### config.mk
export PLATFORM = sky130hd
export DESIGN_NAME = csel_unit
export DESIGN_NICKNAME = d
export VERILOG_FILES = /design/src/rtl/csel_pkg.sv /design/src/rtl/csel_region.sv /design/src/rtl/csel_resolve.sv /design/src/rtl/csel_unit.sv
export SDC_FILE = /design/constraint.sdc
export NUM_CORES = 1
export LEC_CHECK = 0
export CAP_MARGIN = 5
export CORE_UTILIZATION = 40
export CTS_CLUSTER_SIZE = 10
export DETAILED_ROUTE_END_ITERATION = 10
export PLACE_DENSITY = 0.67
export SYNTH_ARGS = -nofsm -noshare
export SYNTH_HDL_FRONTEND = slang
export SYNTH_SLANG_ARGS = --single-unit
export TNS_END_PERCENT = 20
### constraint.sdc
create_clock -name clk -period 7.84 [get_ports clk]
set_input_delay 1.568 -clock clk [delete_from_list [all_inputs] [get_ports clk]]
set_output_delay 1.568 -clock clk [all_outputs]
set_load 0.005 [all_outputs]
### src/rtl/csel_pkg.sv
package csel_pkg;
  localparam int CSEL_NREG = 4;               // programmable regions (pairs of two)
  localparam int CSEL_NPIN = CSEL_NREG + 1;   // plus the default select

  typedef enum logic [1:0] {
    QUAL_ADDR  = 2'b00,
    QUAL_READ  = 2'b01,
    QUAL_WRITE = 2'b10,
    QUAL_ADDR2 = 2'b11
  } qual_e;

  // pin enable mask from the boot field
  function automatic logic [CSEL_NPIN-1:0] pin_mask(input logic [1:0] code);
    case (code)
      2'b11:   pin_mask = 5'b11111;
      2'b00:   pin_mask = 5'b00111;
      2'b01:   pin_mask = 5'b00011;
      default: pin_mask = 5'b00000;
    endcase
  endfunction
endpackage

### src/rtl/csel_region.sv
module csel_region
  import csel_pkg::*;
#(
  parameter int AW      = 24,
  parameter int MIN_LOG = 12,
  parameter int SW      = 4
) (
  input  logic          clk,
  input  logic          rst_n,
  input  logic          wr_rgn,
  input  logic          wr_ctl,
  input  logic [AW-1:0] wdata,
  input  logic [AW-1:0] addr,
  output logic          hit,
  output qual_e         qual
);
  localparam int HW = AW - MIN_LOG;

  logic [HW-1:0] base_q;
  logic [SW-1:0] size_q;
  logic          en_q;
  qual_e         qual_q;
  logic [HW-1:0] keep;

  always_ff @(posedge clk or negedge rst_n) begin
    if (!rst_n) begin
      base_q <= '0;
      size_q <= '0;
      en_q   <= 1'b0;
      qual_q <= QUAL_ADDR;
    end else begin
      if (wr_rgn) begin
        base_q <= wdata[AW-1:MIN_LOG];
        size_q <= wdata[SW-1:0];
      end
      if (wr_ctl) begin
        en_q   <= wdata[0];
        qual_q <= qual_e'(wdata[2:1]);
      end
    end
  end

  // compare only bits at or above the window size
  always_comb begin
    for (int i = 0; i < HW; i++) keep[i] = (i >= int'(size_q));
  end

  assign hit  = en_q && (((addr[AW-1:MIN_LOG] ^ base_q) & keep) == '0);
  assign qual = qual_q;
endmodule

### src/rtl/csel_resolve.sv
module csel_resolve
  import csel_pkg::*;
(
  input  logic                 addr_vld,
  input  logic                 rd_stb,
  input  logic                 wr_stb,
  input  logic [CSEL_NREG-1:0] hit,
  input  qual_e                qual [CSEL_NREG],
  output logic [CSEL_NPIN-1:0] sel,
  output logic                 err
);
  localparam int NPAIR = CSEL_NREG / 2;

  logic [NPAIR-1:0] pair_hit;
  logic             found;
  int               win;

  always_comb begin
    for (int j = 0; j < NPAIR; j++) pair_hit[j] = hit[2*j] | hit[2*j+1];
    found = 1'b0;
    win   = 0;
    for (int k = CSEL_NREG - 1; k >= 0; k--) begin
      if (!found && hit[k]) begin
        found = 1'b1;
        win   = k;
      end
    end
    err = addr_vld && ($countones(pair_hit) > 1);
    sel = '0;
    if (addr_vld && !err) begin
      if (!found) sel[0] = 1'b1;
      else begin
        case (qual[win])
          QUAL_READ:  sel[win+1] = rd_stb;
          QUAL_WRITE: sel[win+1] = wr_stb;
          default:    sel[win+1] = 1'b1;
        endcase
      end
    end
  end
endmodule

### src/rtl/csel_unit.sv
module csel_unit
  import csel_pkg::*;
#(
  parameter int AW      = 24,
  parameter int MIN_LOG = 12
) (
  input  logic                         clk,
  input  logic                         rst_n,
  input  logic [1:0]                   boot_cs_cnt,
  input  logic                         cfg_we,
  input  logic [$clog2(CSEL_NREG)-1:0] cfg_idx,
  input  logic                         cfg_ctl,
  input  logic [AW-1:0]                cfg_wdata,
  input  logic                         addr_vld,
  input  logic [AW-1:0]                addr,
  input  logic                         rd_stb,
  input  logic                         wr_stb,
  output logic [CSEL_NPIN-1:0]         cs_n,
  output logic                         bus_err
);
  localparam int SW = $clog2(AW - MIN_LOG + 1);

  logic [1:0]           cnt_q;
  logic [CSEL_NREG-1:0] hit;
  qual_e                qual [CSEL_NREG];
  logic [CSEL_NPIN-1:0] sel;
  logic                 err;

  // boot field follows the pins while reset is held, then freezes
  always_ff @(posedge clk) begin
    if (!rst_n) cnt_q <= boot_cs_cnt;
  end

  for (genvar g = 0; g < CSEL_NREG; g++) begin : g_rgn
    csel_region #(.AW(AW), .MIN_LOG(MIN_LOG), .SW(SW)) u_rgn (
      .clk    (clk),
      .rst_n  (rst_n),
      .wr_rgn (cfg_we && !cfg_ctl && (cfg_idx == g)),
      .wr_ctl (cfg_we &&  cfg_ctl && (cfg_idx == g)),
      .wdata  (cfg_wdata),
      .addr   (addr),
      .hit    (hit[g]),
      .qual   (qual[g])
    );
  end

  csel_resolve u_res (
    .addr_vld (addr_vld),
    .rd_stb   (rd_stb),
    .wr_stb   (wr_stb),
    .hit      (hit),
    .qual     (qual),
    .sel      (sel),
    .err      (err)
  );

  always_ff @(posedge clk or negedge rst_n) begin
    if (!rst_n) begin
      cs_n    <= '1;
      bus_err <= 1'b0;
    end else begin
      cs_n    <= ~(sel & pin_mask(cnt_q));
      bus_err <= err;
    end
  end
endmodule

**Word level (Yosys, flattened, before mapping)**

Index checks and enable logic that the tools add are counted.

- Register bits: 84
- Bits of input ports: 59
- Output and inout port bits: 6
- Word-level logic and storage cells: 144

- Add/sub/neg operators: 2
- $lt $le $gt $ge: 52
- Equal/unequal tests: 7
- Multiplexer cells: 18
- Bitwise operators: 15
- Reduce and logical (&&, ||, !) cells: 31

Operators with widths:

| cell | count |
|---|---|
| two-way mux 32 bit | 3 |
| >= comparator 3 x 4 -> 1 bit (first input constant) | 16 |
| >= comparator 4 bit (first input constant) | 16 |
| bitwise AND 12 bit | 4 |
| logical NOT 12 bit | 4 |
| bitwise XOR 12 bit | 4 |
| adder 32 x 2 -> 32 bit (second input constant) | 1 |
| >= comparator 1 x 4 -> 1 bit (first input constant) | 8 |
| >= comparator 2 x 4 -> 1 bit (first input constant) | 8 |
| >= comparator 32 x 1 -> 1 bit (second input constant) | 1 |
| >= comparator 32 x 3 -> 1 bit (second input constant) | 1 |
| greater-than comparator 32 x 2 -> 1 bit (second input constant) | 1 |
| less-than comparator 32 x 5 -> 1 bit (second input constant) | 1 |
| NOT 32 bit | 1 |
| logical AND 1 bit | 20 |
| bitwise AND 5 bit | 3 |
| case mux 5 bit (3 select lines) | 1 |
| case mux 5 bit (2 select lines) | 1 |
| equality test 2 bit (second input constant) | 4 |
| equality test 2 x 1 -> 1 bit (second input constant) | 3 |
| two-way mux 1 bit | 6 |
| two-way mux 2 bit | 3 |
| logical NOT 1 bit | 5 |
| two-way mux 5 bit | 1 |
| 7 further kinds | 9 |

**Longest topological paths before layout**

- Depth after elaboration: 25
- Depth in mapped cells: 12
- Depth with buffers taken out: 11

**Cells and area by module**

Synthesis repeated with hierarchy kept, for this count alone.

- Cell total of the unflattened synthesis: 350
- Area, all modules: 4276.6 um^2

Modules (own cells, without submodules):

| module | instances | cells an instance | area an instance (um^2) | sequential area each (um^2) |
|---|---|---|---|---|
| csel_region | 4 | 75 | 930.9 | 475.5 |
| csel_unit | 1 | 25 | 369.1 | 216.5 |
| csel_resolve | 1 | 25 | 183.9 | 0.0 |

**Worst setup path before layout**

OpenSTA, ideal clock, no wires.

- Kind: in2reg
- Start: in addr[13]
- End: reg cs_n[3]
- Setup time: 94 ps
- Data arrival time: 4311 ps
- Required time: 7746 ps
- Setup slack: 3434 ps
- Cell stages on the path: 12
- Path buffers: 1
- Cells stage by stage: clkbuf_2 > xnor2_1 > o2bb2ai_1 > o31a_1 > or4_4 > a21boi_0 > a211o_1 > ha_1 > mux2_2 > o21a_1 > nand3b_1 > or4b_1

- Cells in the longest elaborated chain, start to end: 25
- Elaborated cells on any way between the ends: 56
- Classes of those cells: add/sub: 2; order compare: 3; eq/ne: 2; mux: 16; bitwise: 15; reduce/logical: 18

RTL lines:

| element | line | source |
|---|---|---|
| from (decl) | csel_unit.sv:15 | `input logic [AW-1:0] addr,` |
| bitwise XOR 12 bit | csel_region.sv:48 | `assign hit = en_q && (((addr[AW-1:MIN_LOG] ^ base_q) & keep) == '0);` |
| bitwise AND 12 bit | csel_region.sv:48 |  |
| logical NOT 12 bit | csel_region.sv:48 |  |
| logical AND 1 bit | csel_region.sv:48 |  |
| two-way mux 1 bit | csel_resolve.sv:23 | `if (!found && hit[k]) begin` |
| logical NOT 1 bit | csel_resolve.sv:23 |  |
| logical AND 1 bit | csel_resolve.sv:23 |  |
| two-way mux 1 bit | csel_resolve.sv:23 |  |
| [... 9 more ...] | - |  |
| two-way mux 1 bit (not written as such) | csel_resolve.sv:34, csel_resolve.sv:35, csel_resolve.sv:36 |  |
| demux 1 bit (select 3 bit) | - |  |
| bitwise AND 5 bit (no line) | - |  |
| case mux 5 bit (2 select lines) | csel_resolve.sv:33 | `case (qual[win])` |
| two-way mux 4 bit | csel_resolve.sv:31 | `if (!found) sel[0] = 1'b1;` |
| two-way mux 5 bit (*) | csel_resolve.sv:30 | `if (addr_vld && !err) begin` |
| bitwise AND 5 bit (*) | csel_unit.sv:62 | `cs_n <= ~(sel & pin_mask(cnt_q));` |
| NOT 5 bit (*) | csel_unit.sv:62 |  |
| to (signal assigned) | csel_unit.sv:62 |  |
| to (decl) | csel_unit.sv:18 | `output logic [CSEL_NPIN-1:0] cs_n,` |

Every way passes the cells marked *; elsewhere a longest branch is shown, timed or not. The select of a mux whose other input is x is not followed.
A chain may end at the register's enable or synchronous reset.

**Worst setup path after layout**

Ends and elaborated chain as after synthesis.

==> results.json <==
{
  "top_level_ports": 65,
  "syn2layout_area_growth_pct": 20.3,
  "ctsRootBufferMaster": "sky130_fd_sc_hd__clkbuf_8",
  "largest_incremental_delay_on_the_critical_path_ns": 0.65,
  "synth_nets": 396,
  "run_status": "finished clean",
  "critPathTopFamily": "compound AO/OA/AOI/OAI gates",
  "synth_enable_flop_cells": 2,
  "max_slew.worst_pin.slew_ns": 1.12,
  "clock_latency_ns": 0.35,
  "final-max-slew-violation-count": 0,
  "worst_setup_sp": "addr[13]",
  "hold_violations": 0,
  "timing.slew.headroom_pct": 24.8,
  "critPathBufInv": 1,
  "drv_cap": 0,
  "pre_cts_ws_ns": 2.63,
  "ctsLongestPathBuffers": 2,
  "type_of_destination_of_the_critical_path": "flop",
  "grt_max_degree": 57,
  "die_w_microns": 104,
  "final.fill_count": 886,
  "post_cts_resized": 0,
  "start_util_pct": 42.0,
  "postLayoutSetupSlackWorst_ns": 2.96,
  "port_buffers": 44,
  "rows": 36,
  "path_cells": "clkdlybuf4s50_1, xnor2_1, nor2_1, o41ai_1, a41o_1, a21boi_0, a211o_1, ha_1, mux2_2, o21a_1, nand3b_1, or4b_1",
  "rsz0062_at_grt": "false",
  "post_drt_wl_per_cell_microns": 17.7,
  "timing.hold.worst.start": "g_rgn[0].u_rgn.qual[1]",
  "global_route.usage.total_pct": 18.6,
  "power.sequential.fraction_pct": 47.1,
  "critical_path.slowest_cell": "sky130_fd_sc_hd__o41ai_1",
  "yosysTopAreaCellShare_pct": 46.3,
  "worst_r2r_path_depth": 11,
  "power_mw": 1.28,
  "ys_warn_count": 0,
  "route.vias.total": 2804,
  "post_cts.repair.setup_buffers": 0,
  "vias_in_the_first_global_route": 2845,
  "fin_hold_ws_ns": 0.511,
  "cts_inserted_buffers": 9,
  "gate_count_of_the_mapped_netlist": 334,
  "crit_type": "input pin to flop",
  "finalNetCount": 441,
  "antennaDiodeCount": 0,
  "synth.largest_area_cell": "sky130_fd_sc_hd__dfrtp_1",
  "crit_required_ns": 8.12,
  "drive_above_1_share_pct": 27.3,
  "synth_flop_cell": "sky130_fd_sc_hd__dfrtp_1",
  "clk_pin_slew_ns": 0.09,
  "cts_max_level": 3,
  "synth_area_per_cell_sq_um": 12.4,
  "grt_pass1_wl_mm": 15.3,
  "drt_drc_violations_left": 0,
  "synth_register_bits": 84,
  "worstReg2RegStart": "g_rgn[2].u_rgn.size_q[1]",
  "crit_path_max_fanout": 5,
  "final.period_utilization_pct": 62.2,
  "worst_hold_path_type": "flop to flop",
  "net-switching-power_mw": 0.381,
  "gpl.final_weighted_congestion": 0.828,
  "detail_route.wirelength_mm": 9.13,
  "top_cells_by_instance_count_after_synthesis": "sky130_fd_sc_hd__dfrtp_1 (77), sky130_fd_sc_hd__mux2_2 (77), sky130_fd_sc_hd__xor2_1 (31)",
  "syn_area_sq_mm": 0.00416,
  "cts.hold.buffers_added": 0,
  "power.switching_fraction_pct": 29.7,
  "antenna_found_initial": 0,
  "power_density_mw_per_mm2": 256,
  "timing.clock.skew_ns": 0.00481,
  "utilization_pct": 50.5,
  "power.combinational.fraction_pct": 23.6,
  "max_freq_mhz": 205,
  "final_period_minus_worst_setup_slack_ns": 4.88,
  "async_reset_ff_share_pct": 97.6,
  "drtAntennaViolNets": 0,
  "grt-ovfl-total": 0,
  "die_height_microns": 104,
  "startpoint_kind_of_the_worst_setup_timing_path": "input pin",
  "p_int_mw": 0.900,
  "ys_top_cells_by_area": "sky130_fd_sc_hd__dfrtp_1 (46%), sky130_fd_sc_hd__mux2_2 (21%), sky130_fd_sc_hd__xor2_1 (6.5%)",
  "floorplan.core_area_sq_mm": 0.00991,
  "first_pass_drt_iterations": 4,
  "first_iter_violations": 160,
  "reg2reg_slack_ns": 4.27,
  "synth_sequential_area_ratio_pct": 50.9,
  "worst_r2r_endpoint": "cs_n[3]",
  "timing.critical_path.to": "cs_n[3]",
  "ir_drop_v": 0.000104,
  "viasPerCell": 5.42,
  "setup_viol": 0,
  "detailedPlacementHpwl_mm": 6.65,
  "die_area_sq_mm": 0.0108,
  "worst-path-stages": 12,
  "pwr-share-clk_pct": 29.3,
  "finalSetupTns_ns": 0,
  "yosysUniqueCellTypes": 45,
  "cp_data_arrival_time_ns": 5.15,
  "tritoncts_clock_tree": "built",
  "tritoncts_num_sinks": 84,
  "leakagePower_nw": 2.02
}
-- per-layer routing --
metal | wire length, microns | track usage [%] | vias to the layer above
met5 | 0 | 0 | -
met4 | 193 | 7.04 | 0
met3 | 588 | 4.76 | 16
met2 | 4360 | 29.6 | 82
met1 | 3990 | 24.2 | 1405
li1 | - | - | 1301
-- how the worst min path moves through the flow --
stage	slack (ns)	end	cells after the start
after floorplan	0.47	g_rgn[3].u_rgn.en_q	1
after global placement	0.49	g_rgn[0].u_rgn.qual[1]	1
after detailed placement	0.50	g_rgn[0].u_rgn.qual[0]	1
after CTS	0.52	g_rgn[0].u_rgn.qual[0]	1
after global routing	0.53	g_rgn[0].u_rgn.qual[0]	1
final	0.51	g_rgn[0].u_rgn.qual[1]	1
-- registers in the layout, indices dropped and copies added (netlist names) --
name,flops
g_rgn.u_rgn.en_q,4
bus_err,1
g_rgn.u_rgn.qual,8
cnt_q,2
g_rgn.u_rgn.size_q,16
g_rgn.u_rgn.base_q,48
cs_n,5
-- worst register-to-register path, stage by stage, from the launching register on --
cell and delay, ns:
sky130_fd_sc_hd__dfrtp_1 0.52, sky130_fd_sc_hd__nand2_1 0.15, sky130_fd_sc_hd__o2bb2ai_1 0.16, sky130_fd_sc_hd__o31a_1 0.32, sky130_fd_sc_hd__or4_4 0.58, sky130_fd_sc_hd__a21boi_0 0.24, sky130_fd_sc_hd__a211o_1 0.34, sky130_fd_sc_hd__ha_1 0.20
sky130_fd_sc_hd__mux2_2 0.22, sky130_fd_sc_hd__o21a_1 0.16, sky130_fd_sc_hd__nand3b_1 0.10, sky130_fd_sc_hd__or4b_1 0.50
-- cell type report --
class,instances,area [sq um],share of cell area (%)
well taps,133,166,3.33
multi-input cells,235,2010,40.2
repair buffers,45,445,8.90
inverters,4,15.0,0.300
clock buffers,9,124,2.48
flip-flops and latches,84,2120,42.3
clock inverters,7,124,2.48
-- metrics by stage --
step,instances,instance area (sq um)
3_5_place_dp,501,4760
6_report,517,5000
3_3_place_gp,501,4760
5_1_grt,517,5000
4_1_cts,517,5000
2_1_floorplan,334,4160
-- cells by family (layout without fill, tap and decap cells) --
| group | count (synthesis) | in the layout | share of synthesized area (%) |
|---|---|---|---|
| xor+xnor | 48 | 48 | 10.1 |
| simple gates | 59 | 59 | 7.37 |
| compound gates | 46 | 46 | 7.82 |
| flops | 84 | 84 | 50.9 |
| buf+inv | 15 | 65 | 1.50 |
| mux | 79 | 79 | 21.3 |
| fa+ha+maj | 3 | 3 | 0.903 |
-- placed cells by master, fill, tap and decap left out, types with 2 or more instances in the layout --
cell and count:
sky130_fd_sc_hd__a21oi_1 10, sky130_fd_sc_hd__mux2i_1 2, sky130_fd_sc_hd__nand4_1 5, sky130_fd_sc_hd__nand2_1 18, sky130_fd_sc_hd__o31ai_1 3, sky130_fd_sc_hd__edfxtp_1 2, sky130_fd_sc_hd__bufinv_16 3, sky130_fd_sc_hd__a211o_1 2
sky130_fd_sc_hd__mux2_2 77, sky130_fd_sc_hd__inv_1 4, sky130_fd_sc_hd__buf_4 2, sky130_fd_sc_hd__xor2_1 31, sky130_fd_sc_hd__nor3b_4 2, sky130_fd_sc_hd__o21a_1 2, sky130_fd_sc_hd__a211oi_1 5, sky130_fd_sc_hd__a32oi_1 2
sky130_fd_sc_hd__clkbuf_8 9, sky130_fd_sc_hd__nand4b_1 4, sky130_fd_sc_hd__xnor2_1 17, sky130_fd_sc_hd__nor3_1 7, sky130_fd_sc_hd__dfrtp_1 77, sky130_fd_sc_hd__clkdlybuf4s50_1 43, sky130_fd_sc_hd__nand3_1 8, sky130_fd_sc_hd__nor2_1 8
sky130_fd_sc_hd__clkinv_4 2, sky130_fd_sc_hd__o21ai_0 9, sky130_fd_sc_hd__ha_1 3, sky130_fd_sc_hd__dfstp_2 5
-- power groups by stage --
| stage | sequential (mW) | clock, mW | combinational [mW] |
|---|---|---|---|
| 3_3_place_gp | 0.608 | 0 | 0.296 |
| 6_report | 0.604 | 0.375 | 0.302 |
| 4_1_cts | 0.604 | 0.383 | 0.305 |
| 5_1_grt | 0.618 | 0.401 | 0.339 |
| 2_1_floorplan | 0.583 | 0 | 0.220 |
| 3_5_place_dp | 0.612 | 0 | 0.304 |
No activity file was read; power rests on OpenSTA's default activity.
